[src/rtl/dmairq_pkg.sv]
package dmairq_pkg;
  localparam int ADDR_W   = 8;
  localparam int DATA_W   = 32;
  localparam int N_ERR    = 4;

  localparam logic [ADDR_W-1:0] OFS_CTRL = 8'h00;
  localparam logic [ADDR_W-1:0] OFS_STAT = 8'h04;
  localparam logic [ADDR_W-1:0] OFS_MASK = 8'h08;
  localparam logic [ADDR_W-1:0] OFS_ERR0 = 8'h0C;
  localparam logic [ADDR_W-1:0] OFS_BTC  = 8'h1C;

  localparam int CTRL_EN_BIT  = 0;
  localparam int CTRL_RST_BIT = 1;
  localparam int BTC_EN_BIT   = 15;

  // error kinds, in register order starting at OFS_ERR0
  typedef enum int {
    ERR_BURST = 0,
    ERR_REQ   = 1,
    ERR_XFER  = 2,
    ERR_OVF   = 3
  } err_kind_e;

  function automatic logic [ADDR_W-1:0] err_ofs(input int k);
    return ADDR_W'(int'(OFS_ERR0) + 4 * k);
  endfunction
endpackage

[src/rtl/dmairq_ctrl.sv]
module dmairq_ctrl
  import dmairq_pkg::*;
#(
  parameter int BTC_W = 15
) (
  input  logic              clk,
  input  logic              rst,
  input  logic              wr_ctrl,
  input  logic              wr_btc,
  input  logic [DATA_W-1:0] wdata,
  output logic              soft_rst,
  output logic              unit_en,
  output logic              btc_en,
  output logic [BTC_W-1:0]  btc_count
);
  // a write with the reset bit set clears everything at this same edge
  assign soft_rst = wr_ctrl & wdata[CTRL_RST_BIT];

  always_ff @(posedge clk) begin
    if (rst || soft_rst) begin
      unit_en   <= 1'b0;
      btc_en    <= 1'b0;
      btc_count <= '0;
    end else begin
      if (wr_ctrl) unit_en <= wdata[CTRL_EN_BIT];
      if (wr_btc) begin
        btc_en    <= wdata[BTC_EN_BIT];
        btc_count <= wdata[BTC_W-1:0];
      end
    end
  end

  // a soft reset always leaves the unit disabled
  a_r8_ctrl_cleared: assert property (@(posedge clk) disable iff (rst)
    soft_rst |=> (!unit_en && !btc_en && btc_count == '0));
endmodule

[src/rtl/dmairq_w1c_bank.sv]
module dmairq_w1c_bank #(
  parameter int W = 16
) (
  input  logic         clk,
  input  logic         clr,
  input  logic [W-1:0] set_vec,
  input  logic [W-1:0] w1c_vec,
  output logic [W-1:0] bits
);
  always_ff @(posedge clk) begin
    if (clr) bits <= '0;
    else     bits <= (bits & ~w1c_vec) | set_vec;
  end

  // a set in the same cycle survives the clear
  a_r5_set_wins: assert property (@(posedge clk) disable iff (clr)
    (set_vec != '0) |=> ((bits & $past(set_vec)) == $past(set_vec)));

  // written ones clear when no event hits them
  a_r4_w1c_clears: assert property (@(posedge clk) disable iff (clr)
    ((w1c_vec & ~set_vec) != '0) |=> ((bits & $past(w1c_vec & ~set_vec)) == '0));

  // bits neither written nor set hold
  a_r4_hold: assert property (@(posedge clk) disable iff (clr)
    1'b1 |=> ((bits & ~$past(w1c_vec | set_vec)) == ($past(bits) & ~$past(w1c_vec | set_vec))));
endmodule

[src/rtl/dmairq_irq_out.sv]
module dmairq_irq_out #(
  parameter int W = 16
) (
  input  logic         clk,
  input  logic         clr,
  input  logic         wr_mask,
  input  logic [W-1:0] mask_wdata,
  input  logic [W-1:0] done_bits,
  input  logic [W-1:0] err_bits,
  output logic [W-1:0] mask,
  output logic         done_irq,
  output logic         err_irq
);
  logic [W-1:0] done_live;
  logic [W-1:0] err_live;

  assign done_live = done_bits & ~mask;
  assign err_live  = err_bits  & ~mask;

  always_ff @(posedge clk) begin
    if (clr) begin
      mask     <= '1;
      done_irq <= 1'b0;
      err_irq  <= 1'b0;
    end else begin
      if (wr_mask) mask <= mask_wdata;
      done_irq <= |done_live;
      err_irq  <= |err_live;
    end
  end

  // a fully masked unit never raises completion
  a_r6_masked_quiet: assert property (@(posedge clk) disable iff (clr)
    ((done_bits & ~mask) == '0) |=> !done_irq);

  a_r6_unmasked_fires: assert property (@(posedge clk) disable iff (clr)
    ((done_bits & ~mask) != '0) |=> done_irq);

  // error line follows unmasked error bits
  a_r7_err_follows: assert property (@(posedge clk) disable iff (clr)
    ((err_bits & ~mask) != '0) |=> err_irq);
endmodule

[src/rtl/dmairq_hub.sv]
module dmairq_hub
  import dmairq_pkg::*;
#(
  parameter int NUM_CH = 16,
  parameter int BTC_W  = 15
) (
  input  logic              clk,
  input  logic              rst,
  input  logic              bus_wr,
  input  logic              bus_rd,
  input  logic [ADDR_W-1:0] bus_addr,
  input  logic [DATA_W-1:0] bus_wdata,
  output logic [DATA_W-1:0] bus_rdata,
  input  logic [NUM_CH-1:0] done_evt,
  input  logic [NUM_CH-1:0] burst_to_evt,
  input  logic [NUM_CH-1:0] req_to_evt,
  input  logic [NUM_CH-1:0] xfer_err_evt,
  input  logic [NUM_CH-1:0] ovf_evt,
  output logic              done_irq,
  output logic              err_irq,
  output logic              dma_en,
  output logic              btc_en,
  output logic [BTC_W-1:0]  btc_count
);
  logic soft_rst;
  logic clr;
  logic unit_en;

  logic [N_ERR-1:0][NUM_CH-1:0] err_evt_in;
  logic [N_ERR-1:0][NUM_CH-1:0] err_set;
  logic [N_ERR-1:0][NUM_CH-1:0] err_bits;
  logic [NUM_CH-1:0]            err_any;
  logic [NUM_CH-1:0]            stat_set;
  logic [NUM_CH-1:0]            stat_w1c;
  logic [NUM_CH-1:0]            stat_bits;
  logic [NUM_CH-1:0]            mask;
  logic [DATA_W-1:0]            rd_mux;

  assign err_evt_in[ERR_BURST] = burst_to_evt;
  assign err_evt_in[ERR_REQ]   = req_to_evt;
  assign err_evt_in[ERR_XFER]  = xfer_err_evt;
  assign err_evt_in[ERR_OVF]   = ovf_evt;

  dmairq_ctrl #(.BTC_W(BTC_W)) u_ctrl (
    .clk       (clk),
    .rst       (rst),
    .wr_ctrl   (bus_wr && bus_addr == OFS_CTRL),
    .wr_btc    (bus_wr && bus_addr == OFS_BTC),
    .wdata     (bus_wdata),
    .soft_rst  (soft_rst),
    .unit_en   (unit_en),
    .btc_en    (btc_en),
    .btc_count (btc_count)
  );

  assign clr    = rst | soft_rst;
  assign dma_en = unit_en;

  // error banks, one per kind
  for (genvar k = 0; k < N_ERR; k++) begin : g_err
    logic [NUM_CH-1:0] w1c_k;
    assign err_set[k] = err_evt_in[k] & {NUM_CH{unit_en}};
    assign w1c_k = (bus_wr && bus_addr == err_ofs(k)) ? bus_wdata[NUM_CH-1:0] : '0;
    dmairq_w1c_bank #(.W(NUM_CH)) u_bank (
      .clk     (clk),
      .clr     (clr),
      .set_vec (err_set[k]),
      .w1c_vec (w1c_k),
      .bits    (err_bits[k])
    );
  end

  always_comb begin
    err_any  = '0;
    stat_set = done_evt & {NUM_CH{unit_en}};
    for (int k = 0; k < N_ERR; k++) begin
      err_any  = err_any | err_bits[k];
      stat_set = stat_set | err_set[k];
    end
  end

  assign stat_w1c = (bus_wr && bus_addr == OFS_STAT) ? bus_wdata[NUM_CH-1:0] : '0;

  dmairq_w1c_bank #(.W(NUM_CH)) u_stat (
    .clk     (clk),
    .clr     (clr),
    .set_vec (stat_set),
    .w1c_vec (stat_w1c),
    .bits    (stat_bits)
  );

  dmairq_irq_out #(.W(NUM_CH)) u_irq (
    .clk        (clk),
    .clr        (clr),
    .wr_mask    (bus_wr && bus_addr == OFS_MASK),
    .mask_wdata (bus_wdata[NUM_CH-1:0]),
    .done_bits  (stat_bits),
    .err_bits   (err_any),
    .mask       (mask),
    .done_irq   (done_irq),
    .err_irq    (err_irq)
  );

  // read mux, registered
  always_comb begin
    rd_mux = '0;
    if (bus_addr == OFS_CTRL)      rd_mux[CTRL_EN_BIT] = unit_en;
    else if (bus_addr == OFS_STAT) rd_mux[NUM_CH-1:0] = stat_bits;
    else if (bus_addr == OFS_MASK) rd_mux[NUM_CH-1:0] = mask;
    else if (bus_addr == OFS_BTC) begin
      rd_mux[BTC_EN_BIT]  = btc_en;
      rd_mux[BTC_W-1:0]   = btc_count;
    end
    for (int k = 0; k < N_ERR; k++)
      if (bus_addr == err_ofs(k)) rd_mux[NUM_CH-1:0] = err_bits[k];
  end

  always_ff @(posedge clk) begin
    if (rst)         bus_rdata <= '0;
    else if (bus_rd) bus_rdata <= rd_mux;
  end

  // any error event also lands in the summary register
  a_r3_err_to_summary: assert property (@(posedge clk) disable iff (clr)
    (err_set != '0) |=> ((stat_bits & $past(err_set[0] | err_set[1] | err_set[2] | err_set[3]))
                         == $past(err_set[0] | err_set[1] | err_set[2] | err_set[3])));

  // disabled unit gains no new status bits
  a_r9_disabled_no_set: assert property (@(posedge clk) disable iff (clr)
    !unit_en |=> ((stat_bits & ~$past(stat_bits)) == '0 && (err_any & ~$past(err_any)) == '0));

  // soft reset returns status and mask to reset values
  a_r8_soft_reset: assert property (@(posedge clk) disable iff (rst)
    soft_rst |=> (stat_bits == '0 && err_any == '0 && mask == '1));
endmodule

[config.mk]
export PLATFORM = sky130hd
export DESIGN_NAME = dmairq_hub
export DESIGN_NICKNAME = d
export VERILOG_FILES = /design/src/rtl/dmairq_pkg.sv /design/src/rtl/dmairq_ctrl.sv /design/src/rtl/dmairq_w1c_bank.sv /design/src/rtl/dmairq_irq_out.sv /design/src/rtl/dmairq_hub.sv
export SDC_FILE = /design/constraint.sdc
export NUM_CORES = 1
export LEC_CHECK = 0
export CAP_MARGIN = 20
export CORE_MARGIN = 1.5
export CORE_UTILIZATION = 45
export DETAILED_ROUTE_END_ITERATION = 8
export GPL_ROUTABILITY_DRIVEN = 1
export GPL_TIMING_DRIVEN = 0
export PLACE_DENSITY = 0.75
export SYNTH_ARGS = -nofsm -noshare
export SYNTH_HDL_FRONTEND = slang
export SYNTH_SLANG_ARGS = --single-unit
[constraint.sdc]
create_clock -name clk -period 2.9 [get_ports clk]
set_input_delay 0.58 -clock clk [delete_from_list [all_inputs] [get_ports clk]]
set_output_delay 0.58 -clock clk [all_outputs]
set_load 0.02 [all_outputs]
# Word level (Yosys, flattened, before mapping)
# Cells that the tools add are included.
# word_totals
n_memories,0
regBits,131
romBits,0
latch_bits,0
output_inout_bits,51
ramBits,0
# op_classes
n_lt_le_gt_ge,0
addsub,0
eq_ne,7
n_mux,14
n_bitwise,32
n_reduce_logical,12
multipliers,0
div,0
shift,0
# ops
operator,n
$and 16x16->16,12
$mux 16,12
$or 16x16->16,12
$not 16->16,6
$eq 8x5->1 const B,4
$reduce_or 16->1,2
$eq 8x4->1 const B,2
$mux 15,1
$eq 8x3->1 const B,1
$logic_and 1x1->1,8
$logic_not 8->1,1
$and 1x1->1,1
$logic_or 1x1->1,1
$mux 1,1
$or 1x1->1,1

# Longest topological paths before layout
# logic_depth
ltp_word,9
ltp_mapped,8
ltp_nobuf,5

# Cells and area by module
# From an unflattened synthesis, not the netlist that was laid out.
# hier_totals
hier_cells,1003
area_unflattened_um2,8257.9
# by_module_without_submodules
module,cells_each,seq_area_each_um2,area_each_um2,instances
dmairq_hub,519,320.3,3624.7,1
dmairq_w1c_bank,66,320.3,629.4,5
dmairq_irq_out,97,360.3,843.3,1
dmairq_ctrl,57,340.3,643.1,1

# Least setup slack after synthesis
# Ideal clock, no wire load.
# synth_timing
kind,input to register
from,input bus_addr[3]
to,register g_err[1].u_bank.bits[0]
n_path_buf,4
path_stages,8
setup_slack_ns,0.998
setup_ns,0.117
required_time_ns,2.783
arrival_time_ns,1.786
cell_sequence,buf_4 -> nor4_4 -> and2_2 -> a31o_1 -> buf_2 -> buf_6 -> buf_6 -> nor2_1
# synth_via
elab_chain_cells,6
word_cells_on_any_way,10
cone_classes,1 x eq/ne; 1 x mux; 5 x bitwise; 3 x reduce/logical
# synth_lines
element,line,rtl
from (decl),dmairq_hub.sv:11,"input logic [ADDR_W-1:0] bus_addr,"
$eq 8x5->1,dmairq_hub.sv:63,assign w1c_k = (bus_wr && bus_addr == err_ofs(k)) ? bus_wdata[NUM_CH-1:0] : '0;
$logic_and 1x1->1,dmairq_hub.sv:63,
$mux 16,dmairq_hub.sv:63,
$not 16->16,dmairq_w1c_bank.sv:12,else bits <= (bits & ~w1c_vec) | set_vec;
$and 16x16->16,dmairq_w1c_bank.sv:12,
$or 16x16->16,dmairq_w1c_bank.sv:12,
to (signal assigned),dmairq_w1c_bank.sv:12,
to (decl),dmairq_w1c_bank.sv:8,output logic [W-1:0] bits
# Parallel ways exist; a longest one is shown, timed or not.
# A chain may end at the register's enable or synchronous reset.

# Worst setup path after layout
# layout_timing
from,input bus_addr[2]
to,register bus_rdata[5]
# layout_via
elab_chain_cells,9
word_cells_on_any_way,16
cone_classes,7 x eq/ne; 8 x mux; 1 x reduce/logical
# layout_lines
element,line,rtl
$eq 8x5->1,dmairq_hub.sv:110,else if (bus_addr == OFS_BTC) begin
$mux 16,dmairq_hub.sv:110,
$mux 16,dmairq_hub.sv:109,else if (bus_addr == OFS_MASK) rd_mux[NUM_CH-1:0] = mask;
$mux 16,dmairq_hub.sv:108,else if (bus_addr == OFS_STAT) rd_mux[NUM_CH-1:0] = stat_bits;
$mux 15,dmairq_hub.sv:107,if (bus_addr == OFS_CTRL) rd_mux[CTRL_EN_BIT] = unit_en;
$mux 16 (3 in series),dmairq_hub.sv:115,if (bus_addr == err_ofs(k)) rd_mux[NUM_CH-1:0] = err_bits[k];
$mux 16 (*),dmairq_hub.sv:115,
to (signal assigned),dmairq_hub.sv:120,else if (bus_rd) bus_rdata <= rd_mux;
to (decl),dmairq_hub.sv:13,"output logic [DATA_W-1:0] bus_rdata,"
# Mark *: on every way between the ends. The rest lies on a longest branch, timed or not.

==> impl_metrics.env <==
export IMPL_final_count_of_pins_violating_max_slew=0
export IMPL_ios=175
export IMPL_die_area_mm2=0.0158
export IMPL_switching_share_pct=23.9
export IMPL_leakage_component_of_the_power_nw=3.15
export IMPL_max_slew_worst_pin_slew_ns=0.805
export IMPL_number_of_core_rows=44
export IMPL_holdCritPathClass="flip-flop to flip-flop"
export IMPL_cap_viol_max_count=0
export IMPL_post_drt_wl_per_cell_um=20.9
export IMPL_port_buffers=139
export IMPL_fp_dieH_um=126
export IMPL_cp_startpoint="bus_addr[2]"
export IMPL_achievable_frequency_mhz=408
export IMPL_route_vias_total=7515
export IMPL_drt_pass1_iterations=8
export IMPL_maximum_fanout_along_the_worst_path=10
export IMPL_max_stage_delay_ns=0.61
export IMPL_max_slew_headroom_at_the_worst_pin_pct=45.8
export IMPL_initial_utilization_pct=46.4
export IMPL_timing_reg2reg_worst_path_depth=4
export IMPL_die_width_um=126
export IMPL_grt_pass1_vias=6850
export IMPL_timing_critical_path_max_delay_family="buffers and inverters"
export IMPL_detail_route_drc_violations=4
export IMPL_cts_resized=0
export IMPL_violations="DRC"
export IMPL_power_density_mw_per_mm2=479
export IMPL_share_of_the_clock_period_used_by_the_worst_path_after_layout_pct=84.5
export IMPL_dr_iter_0_viols=988
export IMPL_grt_ovfl_total=0
export IMPL_detail_route_vias_per_cell=6.02
export IMPL_cts_sinks=131
export IMPL_p_clk_share_pct=48.4
export IMPL_crit_chain="clkdlybuf4s50_1 -> buf_4 -> clkbuf_1 -> buf_2 -> a21oi_1 -> a221oi_1 -> a21oi_2"
export IMPL_status="finished with violations"
export IMPL_endpoint="bus_rdata[5]"
export IMPL_worstPathRequired_ns=3.21
export IMPL_ys_warn_count=0
export IMPL_tritoncts="done"
export IMPL_first_pass_grt_wire_length_mm=39.8
export IMPL_clk_transition_reported_paths_ns=0.06
export IMPL_final_wl_mm=26.0
export IMPL_timing_final_setup_violations=0
export IMPL_detail_route_antenna_nets=0
export IMPL_place_detailed_hpwl_mm=19.4
export IMPL_pin_count_of_the_biggest_net_entering_global_routing=17
export IMPL_final_setup_tns_ns=0
export IMPL_netlist_top_cells_area="dfxtp_1, nand2_1, a21oi_1"
export IMPL_synth_enable_flop_cells=0
export IMPL_finalWeightedCongestion=0.963
export IMPL_layoutNonFillerInstCount=1248
export IMPL_antennaDiodeCount=0
export IMPL_finalHoldViolations=0
export IMPL_crit_path_top_delay_cell="clkdlybuf4s50_1"
export IMPL_max_vdd_ir_drop_mv=0.416
export IMPL_netlist_top_cell_by_area="dfxtp_1"
export IMPL_grt_usage_pct=33.1
export IMPL_grt_antenna_before_repair=0
export IMPL_clock_skew_ns=0.00498
export IMPL_unrepaired_setup_endpoints_after_global_routing="false"
export IMPL_synth_seq_area_share_pct=38.6
export IMPL_regToRegEndpoint="u_stat.bits[4]"
export IMPL_netlist_cell_type_count=50
export IMPL_dominantRegCellSynth="dfxtp_1"
export IMPL_clockBufferDepth=2
export IMPL_critical_path_depth_in_cells=7
export IMPL_yosysTopAreaCellShare_pct=38.6
export IMPL_combPwrFrac_pct=9.9
export IMPL_post_place_cells=1217
export IMPL_layout_stage_area_growth_over_the_synthesis_result_pct=33.1
export IMPL_reg2reg_from="u_ctrl.unit_en"
export IMPL_arrival_ns=2.76
export IMPL_critPathLaunchType="input port"
export IMPL_clock_latency_ns=0.43
export IMPL_r2r_slack_ns=0.84
export IMPL_yosys_register_bits=131
export IMPL_report_power_total_mw=4.33
export IMPL_cell_chosen_for_the_clock_root="clkbuf_16"
export IMPL_crit_buf_inv=4
export IMPL_ctsHoldBuffers=0
export IMPL_cts_buffers_inserted=17
export IMPL_fin_nets=1176
export IMPL_filler_cell_count=1324
export IMPL_postSynthAreaPerCell_um2=7.72
export IMPL_worstSetupEndpointType="flip-flop"
export IMPL_drive_gt1_share_pct=10.7
export IMPL_post_synthesis_instance_area_mm2=0.00679
export IMPL_power_switching_mw=1.03
export IMPL_cts_htree_levels=4
export IMPL_postCtsSetupBuffers=0
export IMPL_min_period_ns=2.45
export IMPL_crit_type="input port to flip-flop"
export IMPL_internal_power_mw=3.29
export IMPL_synthArstFlopShare_pct=0
export IMPL_core_mm2=0.0146
export IMPL_seq_power_share_pct=41.7
export IMPL_postSynthCellCount=879
-- stage by stage --
step / cell area, um2 / util, % / setup WS [ns] / hold WS (ns)
CTS: 9030 / 61.7 / 0.521 / 0.476
global placement: 8470 / 57.8 / 0.0663 / 0.461
detailed placement: 8470 / 57.8 / 0.0735 / 0.469
finish: 9030 / 61.7 / 0.450 / 0.478
global route: 9030 / 61.7 / 0.366 / 0.498
floorplan: 6840 / - / 0.998 / 0.445
-- cell usage in the layout, fill, tap and decap left out, drive strengths merged, types with 2 or more instances in the layout --
master	instances
and2	2
nor3	4
a31oi	2
inv	14
nand2b	17
nor4b	3
nand3	15
clkinv	8
a21oi	110
dfxtp	131
and3b	3
bufinv	2
a21o	14
nand2	174
mux2	14
nor2b	13
o211ai	6
clkbuf	46
a22oi	64
a221oi	17
o22ai	25
o21ai	33
clkdlybuf4s50	139
nor4	20
conb	16
buf	59
nor2	72
or4	16
and3	8
a2111oi	2
-- tightest hold or removal path: stages (launching register included) --
cell and delay [ns]:
dfxtp_1 0.32, nand2_1 0.06, a21oi_1 0.05
-- per-layer routing --
layer / global-route usage (%) / vias up / routed length, um
met3: 8.62 / 66 / 3310
met2: 50.2 / 502 / 11500
met5: 0 / - / 0
li1: - / 3462 / -
met4: 14.1 / 0 / 884
met1: 44.8 / 3485 / 10300
-- cell usage after synthesis (all sizes together), types with 2 or more instances --
library cell and number:
nand2 174, dfxtp 131, a21oi 110, nor2 72, a22oi 64, buf 59, o21ai 33, clkbuf 26
o22ai 25, nor4 20, a221oi 17, nand2b 17, or4 16, nand3 15, a21o 14, inv 14
mux2 14, nor2b 13, and3 8, o211ai 6, nor3 4, and3b 3, nor4b 3, a2111oi 2
a31oi 2, and2 2
-- final cells by class --
cell class	count	area, um2	share of cell area [%]
timing repair buffer	139	1390	15.4
inverter	14	52.6	0.582
clock inverter	11	111	1.23
tap	184	230	2.55
multi-input combinational	664	3670	40.7
sequential	131	2620	29.0
buffer	85	497	5.50
clock buffer	20	457	5.06
-- worst min path at each step --
stage	startpoint	end	slack, ns	depth (start not counted)
4_1_cts	u_ctrl.btc_count[6]	u_ctrl.btc_count[6]	0.48	2
3_5_place_dp	u_ctrl.btc_count[6]	u_ctrl.btc_count[6]	0.47	2
2_1_floorplan	u_stat.bits[1]	u_stat.bits[1]	0.45	2
5_1_grt	u_stat.bits[10]	u_stat.bits[10]	0.50	2
3_3_place_gp	u_ctrl.btc_count[11]	u_ctrl.btc_count[11]	0.46	2
6_report	u_ctrl.btc_count[5]	u_ctrl.btc_count[5]	0.48	2
-- power by group through the flow --
stage / registers, mW / logic (mW) / clock network [mW]
after floorplan: 1.84 / 0.162 / 0
after global placement: 1.84 / 0.413 / 0
after detailed placement: 1.84 / 0.414 / 0
after CTS: 1.81 / 0.415 / 2.09
after global routing: 1.80 / 0.445 / 2.17
final: 1.81 / 0.426 / 2.10
-- flip-flops by register name, summed over array words and instances, names as in the netlist, 15 cells and up --
name               count
g_err.u_bank.bits     64
u_ctrl.btc_count      15
bus_rdata             16
u_stat.bits           16
u_irq.mask            16
-- logic make-up (layout without fill, tap and decap cells) --
group | Yosys count | in the layout | share of synthesized area [%]
AO/OA/AOI/OAI | 283 | 283 | 26.3
AND/OR/NAND/NOR | 351 | 351 | 24.6
flip-flops | 131 | 131 | 38.6
other | 1 | 16 | 0.0552
buffers and inverters | 99 | 269 | 8.09
multiplexers | 14 | 14 | 2.32
No activity file was read; power rests on OpenSTA's default activity.
